--- src/rtl/sdram_wr_pkg.sv ---
// Shared types for the SDRAM write burst engine.
// Assumes command pins are sampled on the rising clock edge, active low.
package sdram_wr_pkg;

    typedef enum logic [2:0] {
        CMD_IDLE,   // deselect or NOP
        CMD_WRITE,
        CMD_READ,
        CMD_STOP,   // burst terminate
        CMD_PRE,    // precharge
        CMD_OTHER   // any command that does not touch a write burst
    } cmd_e;

    localparam logic [2:0] BL_SEL_FULL = 3'b111;

    // Map the command pins to a command class.
    function automatic cmd_e decode_cmd(input logic cs_n, input logic ras_n,
                                        input logic cas_n, input logic we_n);
        cmd_e c;
        if (cs_n) begin
            c = CMD_IDLE;
        end else begin
            case ({ras_n, cas_n, we_n})
                3'b100:  c = CMD_WRITE;
                3'b101:  c = CMD_READ;
                3'b110:  c = CMD_STOP;
                3'b010:  c = CMD_PRE;
                3'b111:  c = CMD_IDLE;
                default: c = CMD_OTHER;
            endcase
        end
        return c;
    endfunction

endpackage

--- src/rtl/sdram_cmd_decode.sv ---
// Command decoder: classifies the pins and extracts the WRITE fields.
// Assumes the address bus is at least COL_W+1 bits wide and that the
// auto-precharge / all-banks flag sits at AP_BIT.
module sdram_cmd_decode
    import sdram_wr_pkg::*;
#(
    parameter int ADDR_W = 12,
    parameter int COL_W  = 10,
    parameter int AP_BIT = 10
) (
    input  logic              cs_n,
    input  logic              ras_n,
    input  logic              cas_n,
    input  logic              we_n,
    input  logic [ADDR_W-1:0] addr,
    input  logic              narrow_page,
    output cmd_e              cmd,
    output logic [COL_W-1:0]  start_col,
    output logic              flag_a10
);

    // Classify the command and pull the column and flag off the bus.
    always_comb begin
        cmd       = decode_cmd(cs_n, ras_n, cas_n, we_n);
        start_col = addr[COL_W-1:0];
        if (narrow_page) begin
            start_col[COL_W-1] = 1'b0;
        end
        flag_a10  = addr[AP_BIT];
    end

endmodule

--- src/rtl/sdram_col_next.sv ---
// Next-column generator. A fixed burst wraps inside its aligned block of
// 2**lg columns. A full-page burst counts up through the page and wraps to 0.
// Assumes a narrow page holds half the columns of a wide one.
module sdram_col_next #(
    parameter int COL_W = 10,
    parameter int LG_W  = 2
) (
    input  logic [COL_W-1:0] col,
    input  logic [LG_W-1:0]  lg,
    input  logic             full,
    input  logic             narrow_page,
    output logic [COL_W-1:0] nxt
);

    logic [COL_W-1:0] mask;
    logic [COL_W-1:0] inc;

    // Compute the column that follows col in the current burst order.
    always_comb begin
        mask = (COL_W'(1) << lg) - COL_W'(1);
        inc  = col + COL_W'(1);
        if (full) begin
            nxt = inc;
            if (narrow_page) begin
                nxt[COL_W-1] = 1'b0;
            end
        end else begin
            nxt = (col & ~mask) | (inc & mask);
        end
    end

endmodule

--- src/rtl/sdram_burst_ctrl.sv ---
// Burst sequencer: holds the running burst and picks the beat of each cycle.
// The strobe is combinational so that the array captures the word on the
// edge that registers the command. Assumes lg and full are static while a
// burst runs.
module sdram_burst_ctrl
    import sdram_wr_pkg::*;
#(
    parameter int COL_W       = 10,
    parameter int BANK_W      = 2,
    parameter int MAX_BL_LOG2 = 3,
    parameter int LG_W        = 2
) (
    input  logic              clk,
    input  logic              rst_n,
    input  cmd_e              cmd,
    input  logic [COL_W-1:0]  start_col,
    input  logic [BANK_W-1:0] ba,
    input  logic              flag_a10,
    input  logic              dqm,
    input  logic [LG_W-1:0]   lg,
    input  logic              full,
    input  logic              narrow_page,
    output logic              wr_en,
    output logic [BANK_W-1:0] wr_bank,
    output logic [COL_W-1:0]  wr_col,
    output logic              ap_close,
    output logic [BANK_W-1:0] ap_bank
);

    localparam int REM_W = (MAX_BL_LOG2 < 1) ? 1 : MAX_BL_LOG2;

    logic              act_q;
    logic [BANK_W-1:0] bank_q;
    logic [COL_W-1:0]  col_q;
    logic [REM_W-1:0]  rem_q;
    logic              ap_q;

    logic              beat;
    logic              last;
    logic [BANK_W-1:0] beat_bank;
    logic [COL_W-1:0]  beat_col;
    logic [REM_W-1:0]  beat_rem;
    logic              beat_ap;
    logic [REM_W-1:0]  bl_m1;
    logic [COL_W-1:0]  col_nxt;

    sdram_col_next #(.COL_W(COL_W), .LG_W(LG_W)) u_next (
        .col         (beat_col),
        .lg          (lg),
        .full        (full),
        .narrow_page (narrow_page),
        .nxt         (col_nxt)
    );

    // Choose this cycle's beat: a new WRITE wins, a stop command ends it.
    always_comb begin
        bl_m1     = REM_W'((32'd1 << lg) - 32'd1);
        beat      = 1'b0;
        beat_bank = bank_q;
        beat_col  = col_q;
        beat_rem  = rem_q;
        beat_ap   = ap_q;
        if (cmd == CMD_WRITE) begin
            beat      = 1'b1;
            beat_bank = ba;
            beat_col  = start_col;
            beat_rem  = bl_m1;
            beat_ap   = flag_a10;
        end else if (act_q) begin
            unique case (cmd)
                CMD_READ, CMD_STOP: beat = 1'b0;
                CMD_PRE:            beat = !(flag_a10 || (ba == bank_q));
                default:            beat = 1'b1;
            endcase
        end
        last    = beat && !full && (beat_rem == '0);
        wr_en   = beat && !dqm && rst_n;
        wr_bank = beat_bank;
        wr_col  = beat_col;
    end

    // Register the burst state and the close request of a completed burst.
    always_ff @(posedge clk) begin
        if (!rst_n) begin
            act_q    <= 1'b0;
            bank_q   <= '0;
            col_q    <= '0;
            rem_q    <= '0;
            ap_q     <= 1'b0;
            ap_close <= 1'b0;
            ap_bank  <= '0;
        end else begin
            act_q    <= beat && !last;
            bank_q   <= beat_bank;
            col_q    <= col_nxt;
            rem_q    <= beat_rem - REM_W'(1);
            ap_q     <= beat_ap;
            ap_close <= last && beat_ap;
            ap_bank  <= beat_bank;
        end
    end

endmodule

--- src/rtl/sdram_wr_engine.sv ---
// Top of the SDRAM write burst engine. Decodes the burst length code and
// ties the decoder to the sequencer. Assumes bl_sel and narrow_page change
// only while no burst runs.
module sdram_wr_engine
    import sdram_wr_pkg::*;
#(
    parameter int ADDR_W      = 12,
    parameter int COL_W       = 10,
    parameter int BANK_W      = 2,
    parameter int AP_BIT      = 10,
    parameter int MAX_BL_LOG2 = 3
) (
    input  logic              clk,
    input  logic              rst_n,
    input  logic              cs_n,
    input  logic              ras_n,
    input  logic              cas_n,
    input  logic              we_n,
    input  logic [ADDR_W-1:0] addr,
    input  logic [BANK_W-1:0] ba,
    input  logic              dqm,
    input  logic [2:0]        bl_sel,
    input  logic              narrow_page,
    output logic              wr_en,
    output logic [BANK_W-1:0] wr_bank,
    output logic [COL_W-1:0]  wr_col,
    output logic              ap_close,
    output logic [BANK_W-1:0] ap_bank
);

    localparam int LG_W = $clog2(MAX_BL_LOG2 + 1);

    cmd_e             cmd;
    logic [COL_W-1:0] start_col;
    logic             flag_a10;
    logic [LG_W-1:0]  lg;
    logic             full;

    // Turn the length code into a block size exponent or full-page mode.
    always_comb begin
        full = (bl_sel == BL_SEL_FULL);
        if (!full && (int'(bl_sel) <= MAX_BL_LOG2)) begin
            lg = LG_W'(bl_sel);
        end else begin
            lg = '0;
        end
    end

    sdram_cmd_decode #(.ADDR_W(ADDR_W), .COL_W(COL_W), .AP_BIT(AP_BIT)) u_dec (
        .cs_n        (cs_n),
        .ras_n       (ras_n),
        .cas_n       (cas_n),
        .we_n        (we_n),
        .addr        (addr),
        .narrow_page (narrow_page),
        .cmd         (cmd),
        .start_col   (start_col),
        .flag_a10    (flag_a10)
    );

    sdram_burst_ctrl #(
        .COL_W(COL_W), .BANK_W(BANK_W), .MAX_BL_LOG2(MAX_BL_LOG2), .LG_W(LG_W)
    ) u_ctrl (
        .clk         (clk),
        .rst_n       (rst_n),
        .cmd         (cmd),
        .start_col   (start_col),
        .ba          (ba),
        .flag_a10    (flag_a10),
        .dqm         (dqm),
        .lg          (lg),
        .full        (full),
        .narrow_page (narrow_page),
        .wr_en       (wr_en),
        .wr_bank     (wr_bank),
        .wr_col      (wr_col),
        .ap_close    (ap_close),
        .ap_bank     (ap_bank)
    );

endmodule

--- config.mk ---
export PLATFORM = sky130hd
export DESIGN_NAME = sdram_wr_engine
export DESIGN_NICKNAME = d
export VERILOG_FILES = /design/src/rtl/sdram_wr_pkg.sv /design/src/rtl/sdram_cmd_decode.sv /design/src/rtl/sdram_col_next.sv /design/src/rtl/sdram_burst_ctrl.sv /design/src/rtl/sdram_wr_engine.sv
export SDC_FILE = /design/constraint.sdc
export NUM_CORES = 1
export LEC_CHECK = 0
export ABC_AREA = 0
export ABC_CLOCK_PERIOD_IN_PS = 3760
export BUFFER_PORTS_ARGS = -buffer_cell sky130_fd_sc_hd__buf_2
export CORE_UTILIZATION = 45
export DETAILED_ROUTE_END_ITERATION = 7
export PLACE_DENSITY = 0.73
export SYNTH_ARGS = -nofsm -noshare
export SYNTH_HDL_FRONTEND = slang
export SYNTH_HIERARCHICAL = 1
export SYNTH_SLANG_ARGS = --single-unit
--- constraint.sdc ---
create_clock -name clk -period 3.76 [get_ports clk]
set_input_delay 0.564 -clock clk [delete_from_list [all_inputs] [get_ports clk]]
set_output_delay 0.564 -clock clk [all_outputs]
set_load 0.02 [all_outputs]
==> impl_metrics.py <==
metrics = {
    "finish": {
        "nNetsFinal": 186,
        "num_antenna_cells": 0,
        "fraction_of_layout_instances_using_a_drive_strength_above_1": 0.417,
        "layout.cells.most_common_list": "sky130_fd_sc_hd__buf_2, sky130_fd_sc_hd__dfxtp_1, sky130_fd_sc_hd__and2_1, sky130_fd_sc_hd__mux2_2, sky130_fd_sc_hd__nor2_1",
        "layout.filler_cells": 238,
        "layout.cells.most_common": "sky130_fd_sc_hd__buf_2",
        "syn_to_layout_area_delta_pct": 16.7,
    },
    "timing": {
        "relSlewSlack": 0.750,
        "skew_ps": 3.11,
        "fin_ws_ps": 982,
        "final.min_clock_period_ps": 2780,
        "drv_slew": 0,
        "fmaxAchievable_mhz": 360,
        "final.setup.tns_ps": 0,
        "setup_viol": 0,
        "worst_slew_pin_slew_ps": 375,
        "timing.final.crit_share": 0.739,
        "setup_repair_after_global_routing_missed_its_margin": "no",
        "timing_hold_violations_final": 0,
    },
    "critical_path": {
        "critPathTopFamily": "buffers and inverters",
        "rr_startpoint": "u_ctrl/col_q[0]$_SDFF_PN0_",
        "critical_path.startpoint": "cas_n",
        "slowest_stage": "sky130_fd_sc_hd__mux2_2",
        "cp.required_ps": 3200,
        "critical-path-max-stage-delay_ps": 410,
        "critPathCaptureType": "output pin",
        "path_common_cell": "sky130_fd_sc_hd__buf_2",
        "worst-path-max-fanout": 8,
        "setup.worst_path.start_class": "primary input",
        "timing.critical_path.cells": "buf_2 -> nor3b_1 -> a211oi_1 -> nor3b_4 -> buf_4 -> mux2_2 -> buf_2",
        "critical_path.n_buffers_inverters": 3,
        "critical_path_arrival_ps": 2210,
        "timing_worst_setup_path_type": "primary input to output pin",
    },
    "die": {
        "floorplan.core_area_um2": 2480,
        "placementRows": 18,
        "ioPinCount": 41,
        "floorplan.die_area_um2": 2830,
        "start_util": 0.477,
        "die_h_um": 53.2,
        "die_w_um": 53.2,
    },
    "global_route": {
        "grt_antenna_before_repair": 0,
        "via_count_of_the_first_global_routing_pass": 860,
        "grt_remaining_overflow": 0,
        "grt_start_max_net_pins": 15,
        "groute.usage.overall": 0.170,
        "wire_length_of_the_first_global_routing_pass_mm": 3.45,
    },
    "pwr": {
        "cellInternalPower_uw": 338,
        "p_sw_frac": 0.304,
        "switching_power_uw": 148,
        "combinationalPowerShare": 0.319,
        "seq_power_share": 0.438,
        "power.density_cell_area_nw_per_um2": 352,
        "leakage_nw": 0.647,
        "power.ir.vdd_worst_uv": 215,
        "power.share.clock": 0.244,
    },
    "clock_tree": {
        "ctsHtreeMaxLevel": 1,
        "clock_tree_from_tritoncts": "built",
        "root_buffer": "sky130_fd_sc_hd__clkbuf_4",
        "post_cts_resize_count": 0,
        "clk-insertion-delay-late_ps": 290,
        "cts_made_buffers": 3,
        "cts_setup_buffers": 0,
        "register_clock_pin_slew_on_the_reported_worst_setup_and_hold_paths_ps": 100,
        "num_clock_sinks": 18,
        "clk_path_buf_depth": 2,
        "cts_hold_repair.buffers": 0,
    },
    "routing": {
        "detailroute.via_count": 933,
        "drt-pass1-iter-count": 4,
        "post_drt_wl_per_cell_um": 11.7,
        "drcViolationCount": 0,
        "drt_iter0_drc": 7,
        "routed_wirelength_mm": 2.17,
        "via_per_inst": 5.02,
        "detail-route-antenna-nets": 0,
    },
    "placed_design": {
        "dpl.hpwl_mm": 1.75,
        "preCtsSetupSlack_ps": 820,
        "number_of_input_and_output_port_buffers_inserted": 39,
        "replace_congestion": 0.809,
    },
    "synth": {
        "synth_fp_nets": 152,
        "share_of_synthesized_registers_carrying_an_async_set_or_reset": 0,
        "yosys_warnings": 6,
        "netlist_instances": 123,
        "synth-seq-cells": 18,
        "syn_area_per_cell_um2": 9.60,
        "synth.area.top_cells": "sky130_fd_sc_hd__dfxtp_1, sky130_fd_sc_hd__mux2_2, sky130_fd_sc_hd__buf_4",
        "synth_top_area_cell": "sky130_fd_sc_hd__dfxtp_1",
        "synthDominantCellAreaShare": 0.305,
        "synth-main-ff-cell": "sky130_fd_sc_hd__dfxtp_1",
        "ys_seq_area_frac": 0.305,
        "post_synth_instance_area_um2": 1180,
        "synth_cell_types": 36,
        "synth-edff-count": 0,
    },
    "job": {
        "drv.max_cap_violation_count": 0,
    },
    "status": {
        "status": "finished clean",
    },
    "worst_hold_path": {
        "min_from": "u_ctrl/ap_q$_SDFF_PN0_",
        "min_path_type": "flop to flop",
    },
}
-- power groups by stage --
stage / logic [mW] / registers [mW] / clock network [mW]
2_1_floorplan: 0.118 / 0.217 / 0
3_3_place_gp: 0.152 / 0.216 / 0
3_5_place_dp: 0.157 / 0.217 / 0
4_1_cts: 0.158 / 0.213 / 0.124
5_1_grt: 0.172 / 0.215 / 0.132
6_report: 0.155 / 0.213 / 0.118
-- per-layer routing --
metal	global-route usage	part of all wire	up-vias
met1	0.207	0.45	423
met3	0.0259	0.048	2
met5	0	0	-
li1	-	-	484
met4	0.0658	0.0055	0
met2	0.294	0.50	24
-- registers in the layout (all words and copies together), names as in the netlist --
name,cells
u_ctrl/col_q,10
u_ctrl/rem_q,3
u_ctrl/bank_q,2
u_ctrl/act_q,1
u_ctrl/ap_close,1
u_ctrl/ap_q,1
-- layout make-up --
| cell class | count | area, um2 | area share |
|---|---|---|---|
| clock buffers | 4 | 36.3 | 0.0263 |
| inverters | 3 | 11.3 | 0.00817 |
| repair buffers | 41 | 210 | 0.152 |
| well taps | 30 | 37.5 | 0.0272 |
| flip-flops and latches | 18 | 360 | 0.261 |
| multi-input cells | 90 | 723 | 0.525 |
-- worst register-to-register path: stages, from the launching register on --
cell and delay (ps):
sky130_fd_sc_hd__dfxtp_1 320, sky130_fd_sc_hd__mux2_2 220, sky130_fd_sc_hd__nand4_4 150, sky130_fd_sc_hd__or4_1 520, sky130_fd_sc_hd__a22oi_1 160, sky130_fd_sc_hd__and2_1 130
-- Yosys cell counts, types with 2 or more instances --
library cell	n
sky130_fd_sc_hd__nor2b_1	5
sky130_fd_sc_hd__mux2_2	12
sky130_fd_sc_hd__a21oi_1	2
sky130_fd_sc_hd__and2_1	13
sky130_fd_sc_hd__buf_4	11
sky130_fd_sc_hd__nand4_1	2
sky130_fd_sc_hd__nand2b_1	3
sky130_fd_sc_hd__dfxtp_1	18
sky130_fd_sc_hd__a2111o_1	2
sky130_fd_sc_hd__nand2_1	4
sky130_fd_sc_hd__or2_2	2
sky130_fd_sc_hd__xnor2_1	6
sky130_fd_sc_hd__a211oi_1	3
sky130_fd_sc_hd__nor2_1	7
sky130_fd_sc_hd__inv_1	3
sky130_fd_sc_hd__mux2i_1	3
sky130_fd_sc_hd__ha_1	4
sky130_fd_sc_hd__xor2_1	5
-- cells by family (layout without fill, tap and decap cells) --
| kind of cell | after synthesis | in the layout | synth area share |
|---|---|---|---|
| compound gates | 16 | 16 | 0.110 |
| xor+xnor | 11 | 11 | 0.0816 |
| fa+ha+maj | 4 | 4 | 0.0424 |
| buf+inv | 15 | 48 | 0.0826 |
| flops | 18 | 18 | 0.305 |
| mux | 15 | 15 | 0.140 |
| simple gates | 44 | 44 | 0.238 |
-- worst paths after layout --
kind	endpoint	slack, ps	depth (start not counted)
max	wr_col[0]	980	7
min	u_ctrl/ap_q$_SDFF_PN0_	520	2
max reg2reg	u_ctrl/col_q[9]$_SDFF_PN0_	2220	5
min reg2reg	u_ctrl/ap_q$_SDFF_PN0_	520	2
-- per-stage QoR --
stage | hold WS, ps | power (mW) | instance area (um2) | std cells | util
3_3_place_gp | 490 | 0.368 | 1340 | 182 | 0.542
2_1_floorplan | 472 | 0.335 | 1180 | 123 | -
5_1_grt | 560 | 0.519 | 1380 | 186 | 0.557
4_1_cts | 530 | 0.494 | 1380 | 186 | 0.557
6_report | 524 | 0.486 | 1380 | 186 | 0.557
3_5_place_dp | 503 | 0.374 | 1340 | 182 | 0.542
No activity file was read; power rests on OpenSTA's default activity.
